`src/rtl/divu_pkg.sv`:
```
package divu_pkg;
  typedef enum logic [1:0] {
    ST_IDLE = 2'd0,
    ST_RUN  = 2'd1,
    ST_FIX  = 2'd2
  } div_state_e;
endpackage

```
`src/rtl/div_prep.sv`:
```
// Operand conditioning: magnitudes, signs, zero and early-overflow detection.
module div_prep #(
  parameter int W = 16
) (
  input  logic         word_mode,
  input  logic         signed_mode,
  input  logic [W-1:0] acc,
  input  logic [W-1:0] hi,
  input  logic [W-1:0] dvsr,
  output logic [W-1:0] r_init,
  output logic [W-1:0] q_init,
  output logic [W-1:0] den_mag,
  output logic         num_neg,
  output logic         den_neg,
  output logic         den_zero,
  output logic         early_ovf
);
  localparam int H = W / 2;

  logic         nb_neg, nw_neg, db_neg, dw_neg;
  logic [W-1:0]   nb_abs;
  logic [2*W-1:0] nw_abs;
  logic [H-1:0]   db_abs;
  logic [W-1:0]   dw_abs;

  always_comb begin
    nb_neg = signed_mode & acc[W-1];
    nb_abs = nb_neg ? (~acc + 1'b1) : acc;
    nw_neg = signed_mode & hi[W-1];
    nw_abs = nw_neg ? (~{hi, acc} + 1'b1) : {hi, acc};
    db_neg = signed_mode & dvsr[H-1];
    db_abs = db_neg ? (~dvsr[H-1:0] + 1'b1) : dvsr[H-1:0];
    dw_neg = signed_mode & dvsr[W-1];
    dw_abs = dw_neg ? (~dvsr + 1'b1) : dvsr;

    if (word_mode) begin
      r_init  = nw_abs[2*W-1:W];
      q_init  = nw_abs[W-1:0];
      den_mag = dw_abs;
      num_neg = nw_neg;
      den_neg = dw_neg;
    end else begin
      // Byte size: upper dividend half zero-extended, lower half left-aligned
      r_init  = {{H{1'b0}}, nb_abs[W-1:H]};
      q_init  = {nb_abs[H-1:0], {H{1'b0}}};
      den_mag = {{H{1'b0}}, db_abs};
      num_neg = nb_neg;
      den_neg = db_neg;
    end
    den_zero  = (den_mag == '0);
    early_ovf = (r_init >= den_mag);
  end
endmodule

```
`src/rtl/div_core.sv`:
```
// Restoring shift-subtract engine on magnitudes, one quotient bit per cycle.
module div_core #(
  parameter int W  = 16,
  parameter int CW = $clog2(W + 1)
) (
  input  logic          clk,
  input  logic          rst_n,
  input  logic          load,
  input  logic [CW-1:0] steps,
  input  logic [W-1:0]  r_init,
  input  logic [W-1:0]  q_init,
  input  logic [W-1:0]  d_init,
  output logic [W-1:0]  quo,
  output logic [W-1:0]  rem,
  output logic          last
);
  logic [W-1:0]  r_q, q_q, d_q;
  logic [CW-1:0] cnt_q;
  logic [W:0]    shifted, diff;
  logic          fits;

  always_comb begin
    shifted = {r_q, q_q[W-1]};
    diff    = shifted - {1'b0, d_q};
    fits    = ~diff[W];
  end

  always_ff @(posedge clk) begin
    if (!rst_n) begin
      r_q   <= '0;
      q_q   <= '0;
      d_q   <= '0;
      cnt_q <= '0;
    end else if (load) begin
      r_q   <= r_init;
      q_q   <= q_init;
      d_q   <= d_init;
      cnt_q <= steps;
    end else if (cnt_q != '0) begin
      r_q   <= fits ? diff[W-1:0] : shifted[W-1:0];
      q_q   <= {q_q[W-2:0], fits};
      cnt_q <= cnt_q - 1'b1;
    end
  end

  assign quo  = q_q;
  assign rem  = r_q;
  assign last = (cnt_q == CW'(1));

  // partial remainder stays below the divisor while iterating
  a_r2_rem_below_divisor: assert property (@(posedge clk) disable iff (!rst_n)
    (cnt_q != '0) |-> (r_q < d_q));
endmodule

```
`src/rtl/div_fix.sv`:
```
// Sign restoration and destination-range check.
module div_fix #(
  parameter int W = 16
) (
  input  logic         word_mode,
  input  logic         signed_mode,
  input  logic         num_neg,
  input  logic         den_neg,
  input  logic [W-1:0] quo_mag,
  input  logic [W-1:0] rem_mag,
  output logic [W-1:0] res_acc,
  output logic [W-1:0] res_hi,
  output logic         range_ovf
);
  localparam int H = W / 2;
  localparam logic [W-1:0] BPOS = W'((1 << (H - 1)) - 1);
  localparam logic [W-1:0] BNEG = W'(1 << (H - 1));
  localparam logic [W-1:0] WPOS = {1'b0, {(W-1){1'b1}}};
  localparam logic [W-1:0] WNEG = {1'b1, {(W-1){1'b0}}};

  logic         q_neg;
  logic [W-1:0] q_s, r_s, lim;

  always_comb begin
    q_neg = signed_mode & (num_neg ^ den_neg);
    q_s   = q_neg ? (~quo_mag + 1'b1) : quo_mag;
    r_s   = num_neg ? (~rem_mag + 1'b1) : rem_mag;
    if (word_mode) lim = q_neg ? WNEG : WPOS;
    else           lim = q_neg ? BNEG : BPOS;
    range_ovf = signed_mode & (quo_mag > lim);
    res_acc   = word_mode ? q_s : {r_s[H-1:0], q_s[H-1:0]};
    res_hi    = r_s;
  end
endmodule

```
`src/rtl/seq_divider.sv`:
```
module seq_divider #(
  parameter int W       = 16,
  parameter int VEC_W   = 8,
  parameter int ERR_VEC = 0
) (
  input  logic             clk,
  input  logic             rst_n,
  input  logic             in_valid,
  output logic             in_ready,
  input  logic             in_word,
  input  logic             in_signed,
  input  logic [W-1:0]     in_acc,
  input  logic [W-1:0]     in_hi,
  input  logic [W-1:0]     in_dvsr,
  output logic             done,
  output logic             trap,
  output logic [VEC_W-1:0] trap_vec,
  output logic [W-1:0]     acc_out,
  output logic [W-1:0]     hi_out
);
  import divu_pkg::*;
  localparam int H  = W / 2;
  localparam int CW = $clog2(W + 1);

  div_state_e   state_q;
  logic         word_q, signed_q, nneg_q, dneg_q;
  logic         done_q, trap_q;
  logic [W-1:0] acc_q, hi_q;

  logic [W-1:0] r_init, q_init, den_mag, quo, rem, fix_acc, fix_hi;
  logic         num_neg, den_neg, den_zero, early_ovf, core_last, range_ovf;
  logic         accept, load;

  div_prep #(.W(W)) u_prep (
    .word_mode(in_word), .signed_mode(in_signed),
    .acc(in_acc), .hi(in_hi), .dvsr(in_dvsr),
    .r_init(r_init), .q_init(q_init), .den_mag(den_mag),
    .num_neg(num_neg), .den_neg(den_neg),
    .den_zero(den_zero), .early_ovf(early_ovf)
  );

  assign in_ready = (state_q == ST_IDLE);
  assign accept   = in_valid & in_ready;
  assign load     = accept & ~den_zero & ~early_ovf;

  div_core #(.W(W), .CW(CW)) u_core (
    .clk(clk), .rst_n(rst_n), .load(load),
    .steps(in_word ? CW'(W) : CW'(H)),
    .r_init(r_init), .q_init(q_init), .d_init(den_mag),
    .quo(quo), .rem(rem), .last(core_last)
  );

  div_fix #(.W(W)) u_fix (
    .word_mode(word_q), .signed_mode(signed_q),
    .num_neg(nneg_q), .den_neg(dneg_q),
    .quo_mag(quo), .rem_mag(rem),
    .res_acc(fix_acc), .res_hi(fix_hi), .range_ovf(range_ovf)
  );

  always_ff @(posedge clk) begin
    if (!rst_n) begin
      state_q  <= ST_IDLE;
      word_q   <= 1'b0;
      signed_q <= 1'b0;
      nneg_q   <= 1'b0;
      dneg_q   <= 1'b0;
      done_q   <= 1'b0;
      trap_q   <= 1'b0;
      acc_q    <= '0;
      hi_q     <= '0;
    end else begin
      done_q <= 1'b0;
      trap_q <= 1'b0;
      case (state_q)
        ST_IDLE: if (accept) begin
          word_q   <= in_word;
          signed_q <= in_signed;
          nneg_q   <= num_neg;
          dneg_q   <= den_neg;
          if (den_zero || early_ovf) trap_q  <= 1'b1;
          else                       state_q <= ST_RUN;
        end
        ST_RUN: if (core_last) state_q <= ST_FIX;
        ST_FIX: begin
          state_q <= ST_IDLE;
          if (range_ovf) trap_q <= 1'b1;
          else begin
            done_q <= 1'b1;
            acc_q  <= fix_acc;
            if (word_q) hi_q <= fix_hi;
          end
        end
        default: state_q <= ST_IDLE;
      endcase
    end
  end

  assign done     = done_q;
  assign trap     = trap_q;
  assign trap_vec = trap_q ? VEC_W'(ERR_VEC) : '0;
  assign acc_out  = acc_q;
  assign hi_out   = hi_q;

  // completion and error never coincide
  a_r8_done_trap_excl: assert property (@(posedge clk) disable iff (!rst_n)
    !(done && trap));
  // done is a single-cycle pulse
  a_r7_done_single: assert property (@(posedge clk) disable iff (!rst_n)
    done |=> !done);
  // a trap leaves the result registers untouched
  a_r4_hold_on_trap: assert property (@(posedge clk) disable iff (!rst_n)
    trap |-> ($stable(acc_out) && $stable(hi_out)));
  // byte-size completion does not touch the high word
  a_r1_byte_keeps_hi: assert property (@(posedge clk) disable iff (!rst_n)
    (done && !word_q) |-> $stable(hi_out));
  // zero divisor traps on the very next cycle
  a_r6_zero_fast: assert property (@(posedge clk) disable iff (!rst_n)
    (accept && den_zero) |=> trap);
  // no request is taken while busy
  a_r9_busy_blocks: assert property (@(posedge clk) disable iff (!rst_n)
    (state_q == ST_RUN) |=> !in_ready);
endmodule

```
`config.mk`:
```
export PLATFORM = sky130hd
export DESIGN_NAME = seq_divider
export DESIGN_NICKNAME = d
export VERILOG_FILES = /design/src/rtl/divu_pkg.sv /design/src/rtl/div_prep.sv /design/src/rtl/div_core.sv /design/src/rtl/div_fix.sv /design/src/rtl/seq_divider.sv
export SDC_FILE = /design/constraint.sdc
export NUM_CORES = 1
export LEC_CHECK = 0
export BUFFER_PORTS_ARGS = -buffer_cell sky130_fd_sc_hd__buf_2
export CORE_MARGIN = 10
export CORE_UTILIZATION = 50
export DETAILED_ROUTE_END_ITERATION = 6
export HOLD_SLACK_MARGIN = 0.15
export PLACE_DENSITY = 0.7
export SYNTH_ARGS = -nofsm -noshare
export SYNTH_HDL_FRONTEND = slang
export SYNTH_SLANG_ARGS = --single-unit
```
`constraint.sdc`:
```
create_clock -name clk -period 6.83 [get_ports clk]
set_input_delay 1.0245 -clock clk [delete_from_list [all_inputs] [get_ports clk]]
set_output_delay 1.0245 -clock clk [all_outputs]
set_load 0.02 [all_outputs]
```
# --- Word-level counts from Yosys, hierarchy flattened ---
# Cells that the tools add are included.
word_totals:
  ff_bits: 93
  output_inout_bits: 43
  elab_cells: 91
op_classes:
  addsub: 8
  n_lt_le_gt_ge: 2
  n_eq_ne: 6
  muxes: 32
  bitwise: 20
  reduce_logical: 10
op_table:
  columns: ["cell", "n"]
  rows:
  - ["$mux W16", 15]
  - ["$add A16 B1 Y16 const B", 4]
  - ["$not A16 Y16", 4]
  - ["$add A32 B1 Y32 const B", 1]
  - ["$mux W32", 1]
  - ["$not A32 Y32", 1]
  - ["$sub A17 B16 Y17", 1]
  - ["$ge A16 B16 Y1", 1]
  - ["$gt A16 B16 Y1", 1]
  - ["$logic_not A16 Y1", 1]
  - ["$mux W8", 2]
  - ["$mux W5", 3]
  - ["$and A1 B1 Y1", 9]
  - ["$add A8 B1 Y8 const B", 1]
  - ["$not A8 Y8", 1]
  - ["$mux W1", 6]
  - ["$mux W2", 3]
  - ["$reduce_and A2 Y1", 3]
  - ["$reduce_and A3 Y1", 2]
  - ["$eq A5 B1 Y1 const B", 1]
  - ["$reduce_bool A5 Y1", 1]
  - ["$sub A5 B1 Y5 const B", 1]
  - ["$ne A2 B2 Y1 const B", 2]
  - ["$not A1 Y1", 4]
  - ["other kinds (9)", 9]

# --- Longest topological paths before layout ---
# Gate-level depths: netlist of the first run.
logic_depth:
  ltp_word: 9
  depth_mapped: 20
  ltp_nobuf: 17

# --- By module ---
# Synthesis of the first run repeated with hierarchy kept, for this count alone.
hier_totals:
  hier_cells: 1113
  hier_area_um2: 8245.4
modules_own_cells:
  columns: ["module", "n_inst", "cells_per_inst", "area_per_inst_um2", "seq_area_each_um2"]
  rows:
  - ["div_core", 1, 424, 3347.0, 1061.0]
  - ["div_prep", 1, 352, 2265.9, 0.0]
  - ["seq_divider", 1, 189, 1602.8, 800.8]
  - ["div_fix", 1, 148, 1029.7, 0.0]

# --- Worst setup path after synthesis of the first run ---
# Ideal clock, no wire load.
synth_path:
  path_type: "in2reg"
  start: "in in_acc[13]"
  end: "reg u_core.d_q[10]"
  arrival_ns: 5.093
  t_required_ns: 6.714
  path_slack_ns: 1.620
  path_stages: 17
  cell_sequence: "or3_1 > or4_1 > clkbuf_1 > or2_2 > o41ai_1 > xor2_1 > o21ai_0 > ha_1 > and3_1 > a2111oi_0 > a21oi_1 > o311ai_0 > and4_4 > buf_6 > buf_2 > nand2_1 > o211a_1"
synth_between:
  elab_chain_len: 7
  elab_cells_between_ends: 10
synth_lines:
  columns: ["item", "line_no", "source"]
  rows:
  - ["from (decl)", "seq_divider.sv:12", "input logic [W-1:0] in_acc,"]
  - ["$not A32 Y32 / $not A16 Y16 (equally long branches)", "div_prep.sv:30, div_prep.sv:28", null]
  - ["$add A32 B1 Y32 / $add A16 B1 Y16 (equally long branches)", "div_prep.sv:30, div_prep.sv:28", null]
  - ["$mux W32 / $mux W16 (equally long branches)", "div_prep.sv:30, div_prep.sv:28", null]
  - ["$mux W16 *", "div_prep.sv:36", "if (word_mode) begin"]
  - ["$ge A16 B16 Y1 *", "div_prep.sv:51", "early_ovf = (r_init >= den_mag);"]
  - ["$not A1 Y1 *", "seq_divider.sv:44", "assign load = accept & ~den_zero & ~early_ovf;"]
  - ["$and A1 B1 Y1 *", "seq_divider.sv:44", null]
  - ["to (signal assigned)", "div_core.sv:37", "d_q <= d_init;"]
  - ["to (decl)", "div_core.sv:17", "logic [W-1:0] r_q, q_q, d_q;"]
# Mark *: on every way between the ends. The rest lies on a longest branch, timed or not.
# A chain may end at the register's enable or synchronous reset.

# --- Worst setup path after layout of the first run ---
layout_path:
  start: "in in_acc[13]"
  end: "reg u_core.r_q[5], in the netlist u_core.rem[5]"
layout_between:
  elab_chain_len: 8
  elab_cells_between_ends: 12
layout_lines:
  columns: ["item", "line_no", "source"]
  rows:
  - ["$not A32 Y32 / $not A16 Y16 (equally long branches)", "div_prep.sv:30, div_prep.sv:28", null]
  - ["$add A32 B1 Y32 / $add A16 B1 Y16 (equally long branches)", "div_prep.sv:30, div_prep.sv:28", null]
  - ["$mux W32 / $mux W16 (equally long branches)", "div_prep.sv:30, div_prep.sv:28", null]
  - ["$mux W16 *", "div_prep.sv:36", null]
  - ["$ge A16 B16 Y1", "div_prep.sv:51", null]
  - ["$not A1 Y1", "seq_divider.sv:44", null]
  - ["$and A1 B1 Y1", "seq_divider.sv:44", null]
  - ["$mux W16 / $reduce_bool A2 Y1 (equally long branches)", null, null]
  - ["to (signal assigned)", "div_core.sv:35", "r_q <= r_init;"]
  - ["to (signal assigned)", "div_core.sv:40", "r_q <= fits ? diff[W-1:0] : shifted[W-1:0];"]
  - ["to (decl)", "div_core.sv:17", null]
# Marks and branches as above.

==> impl_results.md, run 1 <==
- Run status: finished, final reports clean
- Max_slew headroom: 19.1%
- Routed vias: 8046
- Hold WC Path Type: reg2reg
- Final hold violations: 0
- Syn. warnings: 0
- Post-synth EDFFs: 0
- Antenna violations before repair: 0
- Dpl cells: approximately 1300
- Clock sinks: 93
- Worst-margin pin slew: 1.21 ns
- Crit path kind: in2reg
- Initial DRC Count: between 600 and 700
- Max Slew Vio Count: 0
- Crit-path cells: buf_2 -> or3_1 -> or4_1 -> or2_2 -> o41ai_1 -> xor2_1 -> o21ai_0 -> ha_1 -> and3_1 -> a2111oi_0 -> a21oi_1 -> o311ai_0 -> nand4_2 -> buf_4 -> nand2_1 -> o32ai_1
- Proportion of layout cells with a drive suffix above 1: 11.3%
- CTS tree: built
- Overall die height: around 150 um
- Register area: around 1900 sq um
- RSZ-0062 raised after global routing: false
- Number of placement rows: 46
- DRT Pass-1 Iters: 5
- Critical path data required time: around 7 ns
- Highest-count cells in the layout ignoring fill and taps: nor2_1 (118), nand2_1 (114), dfxtp_1 (93), buf_2 (87), a21oi_1 (79)
- Port Buffers: 87
- Final Wtd Congestion: 0.949
- Mapped cell area: 8200 sq um
- Hold_sp: acc_out[9]
- Tot GR Track Use: 21.0%
- Routed Antenna Nets: 0
- Slowest stage delay, CP: 0.62 ns
- CP Max Fanout: 15
- Crit end category: register
- Num CTS Buffers: 9
- Final net count: 1252
- Clock transition at path regs: ~0.06 ns
- Post-CTS Setup Bufs: 0
- Dominant synthesized flop cell: dfxtp_1
- Number of global-route vias before repair: 7552
- Post-DP Area: 8610 sq um
- Setup tns final: 0 ns
- Routed wire per std cell: 17.4 um
- Area share of the largest cell type after synthesis: 22.7%
- Post-DP HPWL: 17700 um
- Commonest non-fill, non-tap cell in the layout: nor2_1
- Syn avg cell area: 7.39 sq um
- CTS resizes: 0
- Dominant cells by area after synthesis: dfxtp_1 (23%), ha_1 (8.8%), nor2_1 (5.4%)
- Final setup viols: 0
- Fraction of power consumed by sequential logic: 27.5%
- Post-route DRC: 0
- IO Pins: 96
- Slowest-stage cell, CP: o311ai_0
- Part of the cycle the worst path needs: ~80%
- Final cell count without fillers: 1359
- Combinational power share: 56.5%
- Area Growth Syn to Fin: 8.30%
- Distinct cells, synth: 74
- Cells after Synth: 1110
- Psw: around 1.3 mW
- H-tree depth: 3
- Vias per inst: 5.92
- Filler cells: 1627
- Clk_skew: 0.00640 ns
- First-pass GRT wire length: 38500 um
- Total gr overflow: 0
- Max-cap violation count: 0
- Pleak: 3.71 nW
- Fin Hold WS: between 0.4 and 0.5 ns
- CP Launch Point: in_acc[13]
- Multi-input gate area: 5790 sq um
- RR Startpoint: nneg_q
- Switching part of the total power: 45.6%
- Starting Density: 51.3%
- Clock Power Share: 16.0%
- Post-synth ARST share: 0%
- Synth area leader: dfxtp_1
- Area of the core: 16000 sq um
- Internal power: 1.60 mW
- Worst-Skew Late Latency: approximately 0.35 ns
- CTS root buf: clkbuf_16
- FMAX: 0.181 GHz
- Die width: 148 um
- Power per cell area: approximately 330 nW/um^2
- Clock tree buffer depth: 2
- Largest net degree at the start of global routing: 64
- Yosys reg bits: 93
- CP arrival: 5.76 ns
- Diodes inserted: 0
- VDD IR max: ~170 uV
- Post-route cell area: 8880 sq um
- Sequential element share of the synthesized area: 22.7%
- Final WL: 23600 um
- Final min period: between 5 and 6 ns
- Die area: between 20000 and 25000 sq um
- Hold Buf Count CTS: 0
- Critical path launch point type: input port
[critical path: cells and delay by family]
family                   cells  cell delay [ns]
AND/OR/NAND/NOR              6             2.07
XOR/XNOR                     1             0.11
AO/OA/AOI/OAI                6             1.90
adder cells (fa/ha/maj)      1             0.29
buffers and inverters        2             0.37
[flip-flops by register name, summed over array words and instances, names as in the netlist]
register	cells
u_core.cnt_q	5
acc_out	16
word_q	1
state_q	2
dneg_q	1
u_core.rem	16
signed_q	1
u_core.d_q	16
hi_out	16
u_core.quo	16
nneg_q	1
trap	1
done	1
[cell usage after synthesis (all sizes together) (11+ instances only)]
| cell type | number |
|---|---|
| nor2 | 118 |
| nand2 | 114 |
| dfxtp | 93 |
| a21oi | 79 |
| ha | 58 |
| clkbuf | 57 |
| o21ai | 56 |
| inv | 52 |
| xnor2 | 44 |
| xor2 | 40 |
| nor3 | 34 |
| nand3 | 27 |
| buf | 26 |
| o31ai | 26 |
| a211oi | 22 |
| a311oi | 19 |
| mux2i | 19 |
| nand4 | 16 |
| nor4 | 16 |
| a31oi | 15 |
| nand2b | 14 |
| o211ai | 13 |
| o21a | 13 |
| a21o | 12 |
| and2 | 11 |
| nor2b | 11 |
| or4 | 11 |
[power by group through the flow]
stage / clock (mW) / combinational (mW) / sequential [mW]
3_5_place_dp: 0 / 1.63 / 0.814
4_1_cts: 0.477 / 1.64 / 0.802
5_1_grt: 0.495 / 1.87 / 0.821
2_1_floorplan: 0 / 1.33 / 0.746
3_3_place_gp: 0 / 1.62 / 0.812
6_report: 0.469 / 1.66 / 0.806
[final cells by class]
class / instances / area share (%)
clock inverter: 1 / 0.0845
inverter: 52 / 2.20
clock buffer: 13 / 2.93
tap: 216 / 3.04
timing repair buffer: 95 / 5.58
multi-input combinational: 889 / 65.2
sequential: 93 / 21.0
[metrics by stage]
stage | util, % | power [mW] | worst slack [ns]
floorplan | - | 2.07 | 1.62
global placement | 53.8 | 2.43 | 1.10
detailed placement | 53.8 | 2.45 | 0.947
CTS | 55.5 | 2.92 | 1.33
global route | 55.5 | 3.19 | 0.970
finish | 55.5 | 2.93 | 1.30
[routing by layer]
metal	track usage (%)	wire length, um	vias up
met5	0	0	-
met4	7.04	489	0
met3	4.10	1490	32
met2	33.7	10700	249
met1	27.6	11000	3703
li1	-	-	4062
[path summary, 6_finish.rpt]
path	endpoint	cells past startpoint	slack, ns
max reg2reg	hi_out[9]	13	2.49
min reg2reg	acc_out[9]	2	0.46
max	u_core.rem[5]	16	1.30
min	acc_out[9]	2	0.46
[cell families (layout without fill, tap and decap cells)]
logic type / Yosys count / in the layout / share of synthesized area (%)
simple gates: 410 / 410 / 24.3
compound gates: 300 / 300 / 24.3
buf+inv: 135 / 161 / 7.08
flops: 93 / 93 / 22.7
xor+xnor: 84 / 84 / 8.97
fa+ha+maj: 59 / 59 / 9.09
mux: 28 / 28 / 3.55
other cells: 1 / 8 / 0.0457
Note: power is estimated with default switching activity, not from simulation.
==> inputs of run 2 (changes only) <==
--- a/config.mk
+++ b/config.mk
@@ -5,12 +5,13 @@
 export SDC_FILE = /design/constraint.sdc
 export NUM_CORES = 1
 export LEC_CHECK = 0
+export ABC_AREA = 1
 export BUFFER_PORTS_ARGS = -buffer_cell sky130_fd_sc_hd__buf_2
 export CORE_MARGIN = 10
 export CORE_UTILIZATION = 50
 export DETAILED_ROUTE_END_ITERATION = 6
 export HOLD_SLACK_MARGIN = 0.15
-export PLACE_DENSITY = 0.7
+export PLACE_DENSITY = 0.73
 export SYNTH_ARGS = -nofsm -noshare
 export SYNTH_HDL_FRONTEND = slang
 export SYNTH_SLANG_ARGS = --single-unit
==> constraint.sdc (replaced) <==
create_clock -name clk -period 4.8 [get_ports clk]
set_input_delay 0.72 -clock clk [delete_from_list [all_inputs] [get_ports clk]]
set_output_delay 0.72 -clock clk [all_outputs]
set_load 0.02 [all_outputs]
==> impl_results.md, run 2 <==
- Largest net degree at the start of global routing: 57
- Setup tns final: 0 ns
- Post-DP HPWL: 18700 um
- M2 GR Usage: 31.9%
- Final setup viols: 0
- Hold path depth: 2
- Post-route DRC: 0
- Yosys reg bits: between 90 and 100
- Crit end category: register
- Final Wtd Congestion: 0.942
- Setup ws final: 0.726 ns
- Distinct cells, synth: 44
- Pre-CTS WS: 0.414 ns
- Area share of the largest cell type after synthesis: 22.0%
- IO Pins: 96
- Port Buffers: 87
- Run status: finished, final reports clean
- Final hold violations: 0
- Max_slew headroom: 49.0%
- H-tree depth: 3
- Die width: 150 um
- Syn avg cell area: 5.97 sq um
- Cells after Synth: approximately 1400
- Initial DRC Count: approximately 790
- Hold_sp: hi_out[4]
- Internal power: 2.08 mW
- Proportion of layout cells with a drive suffix above 1: 9.15%
- CTS root buf: clkbuf_16
- Switching part of the total power: between 40% and 50%
- Antenna violations before repair: 0
- Pleak: around 4.7 nW
- Final min period: between 4 and 5 ns
- VDD IR max: 204 uV
- CTS tree: built
- Crit path kind: in2reg
- Post-CTS Setup Bufs: 0
- Synth area leader: dfxtp_1
- Reg2reg setup slack: 0.73 ns
- CTS resizes: 0
- Post-synth EDFFs: 0
- CP Max Fanout: 49
- CP arrival: 4.35 ns
- Commonest cells post-synth: nand2_1 (336), inv_1 (172), nor2_1 (161), nand3_1 (127), a21oi_1 (121)
- Dominant cells by area after synthesis: dfxtp_1 (22%), nand2_1 (15%), ha_1 (8.6%)
- DRT Pass-1 Iters: 5
- M1 GR Usage: 29.7%
- Clock Power Share: 19.5%
- Critical path launch point type: input port
- Diodes inserted: 0
- Syn. warnings: 0
- Worst-margin pin slew: 0.765 ns
- Routed wire per std cell: 14.0 um
- RSZ-0062 raised after global routing: false
- GRT busiest layer: met2
- Total gr overflow: 0
- Vias per inst: 5.30
- Dominant synthesized flop cell: dfxtp_1
- Final net count: between 1500 and 2000
- Routed Antenna Nets: 0
- Clock sinks: 93
- RR Startpoint: nneg_q
- Fraction of power consumed by sequential logic: about a quarter
- Hold Path Sink: hi_out[4]
- Max Slew Vio Count: 0
- Final WL: 23700 um
- Num CTS Buffers: 9
- Mapped cell area: 8460 sq um
- Part of the cycle the worst path needs: 84.9%
- Number of placement rows: 47
- Post-synth ARST share: 0%
- Psw: 1.81 mW
- Combinational power share: 54.1%
- Tot GR Track Use: between 20% and 30%
- Hold WC Path Type: reg2reg
- Max-cap violation count: 0
- FMAX: 0.245 GHz
- R2R Path End: hi_out[8]
- Clock tree buffer depth: 2
- Area of the core: approximately 17000 sq um
- Highest-count cells in the layout ignoring fill and taps: nand2_1 (336), inv_1 (172), nor2_1 (160), nand3_1 (127), a21oi_1 (121)
- Routed vias: about 9000
- Clock transition at path regs: about 0.060 ns
- Hold Buf Count CTS: 0
- Worst r2r path cells: 15
- Critical path data required time: between 5 and 6 ns
- Clk_skew: 0.00985 ns
- First-pass GRT wire length: 39200 um
- GRT met3 Usage: 3.03%
- Power per cell area: 418 nW/um^2
- Area Growth Syn to Fin: 9.93%
- Die area: between 20000 and 25000 sq um
- Sequential element share of the synthesized area: 22.0%
- Commonest non-fill, non-tap cell in the layout: nand2_1
- Total power: 3.88 mW
- Worst-Skew Late Latency: 0.35 ns
- Number of global-route vias before repair: 8123
- Top-count cell post-synth: nand2_1
- Overall die height: 150 um
- Starting Density: 51.0%
==> run 2: cell types whose count changed after synthesis, sizes merged, moves of 42 or more <==
cell	before	now
nand2	114	340
o21ai	56	113
inv	52	176
nor2	118	163
a21oi	79	121
nand3	27	129
==> run 2: power groups by stage <==
stage	Sequential [mW]	Combinational, mW	Clock [mW]
after floorplan	0.998	1.65	0
after global placement	1.04	2.04	0
after detailed placement	1.04	2.06	0
after CTS	1.02	2.08	0.770
after global routing	1.04	2.42	0.797
final	1.03	2.10	0.756
==> run 2: layout make-up <==
class,count,area [sq um]
Clock buffer,10,229
Clock inverter,5,86.3
Fill cell,1749,7280
Inverter,178,668
Multi-Input combinational cell,1085,5620
Sequential cell,93,1860
Tap cell,220,275
Timing Repair Buffer,104,563
==> run 2: how the worst max path moves through the flow <==
stage | start | end | cells past startpoint
after floorplan | in_acc[1] | u_core.cnt_q[1] | 22
after global placement | in_acc[0] | u_core.quo[15] | 22
after detailed placement | in_acc[0] | u_core.quo[12] | 22
after CTS | nneg_q | hi_out[1] | 15
after global routing | nneg_q | hi_out[15] | 15
final | in_acc[0] | u_core.rem[7] | 22
==> run 2: through the flow <==
stage / utilization (%) / instance area (sq um) / hold slack, ns / std cells
final: 56.1 / 9300 / 0.457 / 1695
after global routing: 56.1 / 9300 / 0.484 / 1695
after CTS: 56.1 / 9300 / 0.461 / 1695
after detailed placement: 54.2 / 8990 / 0.452 / 1680
after global placement: 54.2 / 8990 / 0.447 / 1680
after floorplan: - / 8490 / 0.430 / 1424
==> run 2: routing by layer <==
metal	routed length, um	up-vias	share of wire (%)
met5	0	-	0
met4	216	0	0.91
met3	1500	12	6.3
met2	10200	240	43
met1	11800	3991	50
li1	-	4736	-
==> run 2: cells by family after synthesis <==
family                   count (synthesis)  share of synthesized area (%)
AO/OA/AOI/OAI                          267                           16.6
XOR/XNOR                                50                           5.17
adder cells (fa/ha/maj)                 59                           8.81
buffers and inverters                  246                           11.9
flip-flops                              93                           22.0
other                                    1                         0.0443
AND/OR/NAND/NOR                        701                           35.4
==> run 2: worst max-delay path: stages <==
cell     delay [ns]
buf_2          0.11
inv_1          0.14
ha_1           0.25
nand2_1        0.15
nor2_4         0.23
nand4_1        0.16
o21ai_0        0.21
nand2_1        0.11
o21ai_0        0.35
inv_1          0.09
ha_1           0.30
nand4_1        0.11
nor2_1         0.15
inv_1          0.06
o21ai_0        0.22
nor2_2         0.08
nand3_4        0.10
buf_4          0.43
nand2_1        0.13
nand2_1        0.10
nor2_1         0.05
nor2_1         0.07
==> inputs of run 3 (changes only) <==
==> constraint.sdc (replaced) <==
create_clock -name clk -period 3.59 [get_ports clk]
set_input_delay 0.5385 -clock clk [delete_from_list [all_inputs] [get_ports clk]]
set_output_delay 0.5385 -clock clk [all_outputs]
set_load 0.02 [all_outputs]
==> impl_results.md, run 3 (synthesis results as in run 2) <==
- CTS tree: built
- Final net count: roughly 1600
- Switching part of the total power: 45.2%
- Clock tree buffer depth: 2
- Worst r2r path cells: 16
- Diodes inserted: 0
- RR Startpoint: dneg_q
- Commonest non-fill, non-tap cell in the layout: nand2_1
- Worst-Skew Late Latency: 0.35 ns
- Tot GR Track Use: 21.3%
- Port Buffers: 87
- Final setup viols: 0
- Max Slew Vio Count: 0
- Area of the core: 16600 sq um
- CTS root buf: clkbuf_16
- Die area: between 20000 and 25000 sq um
- IO Pins: 96
- Filler cells: 1695
- Fraction of power consumed by sequential logic: 25.3%
- Vias per inst: 5.31
- Largest net degree at the start of global routing: 46
- Initial DRC Count: ~620
- Post-DP HPWL: 19500 um
- Post-route DRC: 0
- Final min period: 3.28 ns
- Post-route cell area: 9860 sq um
- Critical path launch point type: input port
- DRT Pass-1 Iters: 5
- CP arrival: 3.53 ns
- Clock sinks: 93
- Clock Power Share: 20.9%
- Hold WC Path Type: reg2reg
- Run status: finished, final reports clean
- Routed vias: 9326
- Hold Buf Count CTS: 0
- CP Launch Point: in_acc[0]
- Starting Density: roughly half
- Area Growth Syn to Fin: 16.5%
- Final hold violations: 0
- Clock transition at path regs: 0.07 ns
- Clk_skew: 0.00734 ns
- CP Max Fanout: 6
- VDD IR max: 263 uV
- Combinational power share: 53.8%
- Crit end category: register
- Psw: ~2.5 mW
- Highest-count cells in the layout ignoring fill and taps: nand2_1 (336), inv_1 (172), nor2_1 (159), nand3_1 (127), a21oi_1 (121)
- Hold_sp: hi_out[1]
- Part of the cycle the worst path needs: 91.4%
- Max-cap violation count: 0
- Number of placement rows: 47
- Internal power: 2.97 mW
- Critical path data required time: around 3.8 ns
- Proportion of layout cells with a drive suffix above 1: a little over an eighth
- Number of global-route vias before repair: 8534
- Total power: about 5.4 mW
- Routed wire per std cell: 14.0 um
- H-tree depth: 3
- Max_slew headroom: 47.5%
- Total gr overflow: 0
- First-pass GRT wire length: roughly 40000 um
- Post-DP Area: about 9500 sq um
- Post-CTS Setup Bufs: 0
- Antenna violations before repair: 0
- Hold path depth: 2
- FMAX: 0.305 GHz
- RSZ-0062 raised after global routing: false
- Crit path kind: in2reg
- Final WL: 24700 um
- Worst-margin pin slew: 0.787 ns
- Overall die height: ~150 um
- Final Wtd Congestion: 0.946
- Power per cell area: roughly 550 nW/um^2
- Pleak: between 5 and 6 nW
- Die width: around 150 um
- Routed Antenna Nets: 0
- Num CTS Buffers: 9
-- run 3: power groups by stage --
stage               registers (mW)  clock network (mW)  logic, mW
global placement              1.38                   0       2.80
CTS                           1.36                1.14       2.88
detailed placement            1.38                   0       2.85
global route                  1.39                1.19       3.30
floorplan                     1.33                   0       2.20
finish                        1.37                1.14       2.92
-- run 3: layer usage --
metal,track usage (%),vias to the layer above,part of all wire [%]
met5,0,-,0
met4,6.17,0,1.7
met3,3.00,36,6.5
met2,34.1,278,44
met1,29.2,4158,48
li1,-,4854,-
-- run 3: through the flow --
stage | TNS, ns | instances | setup WS (ns) | hold slack [ns] | util (%)
after detailed placement | -2.08 | 1741 | -0.0854 | 0.452 | 57.2
after floorplan | 0 | 1424 | 0.122 | 0.430 | -
after CTS | 0 | 1757 | 0.267 | 0.461 | 59.4
after global placement | -0.508 | 1741 | -0.0414 | 0.447 | 57.2
final | 0 | 1757 | 0.308 | 0.458 | 59.4
after global routing | 0 | 1757 | 0.00682 | 0.491 | 59.4
-- run 3: layout make-up --
cell class	instances	area, sq um	area share [%]
inverter	178	668	6.78
sequential	93	1860	18.9
timing repair buffer	165	1060	10.7
multi-input combinational	1085	5630	57.2
tap	220	275	2.79
clock inverter	5	106	1.08
clock buffer	11	253	2.56
-- run 3: final timing paths --
| check | end | slack, ns |
|---|---|---|
| worst min register to register | hi_out[1] | 0.46 |
| worst min-delay path | hi_out[1] | 0.46 |
| worst max register to register | hi_out[15] | 0.34 |
| worst max-delay path | u_core.rem[1] | 0.31 |
-- run 3: what timing repair did --
item | in CTS | in global routing
gates resized for setup | 0 | 3
hold endpoints to repair | 0 | 0
setup endpoints to repair | 0 | 6
-- run 3: worst max-delay path: stages --
cell     delay (ns)
buf_2          0.10
inv_1          0.08
ha_1           0.18
nand2_1        0.14
nor2_4         0.17
nand4_1        0.16
o31ai_2        0.24
nor2_1         0.06
or2_2          0.30
inv_1          0.06
ha_1           0.21
nand2_1        0.06
inv_1          0.04
o21ai_0        0.06
a21oi_1        0.09
nor2_1         0.08
o21ai_0        0.10
nor2_2         0.19
nand3_4        0.15
nand2_2        0.14
inv_1          0.17
nor2_1         0.16
nor2_1         0.06
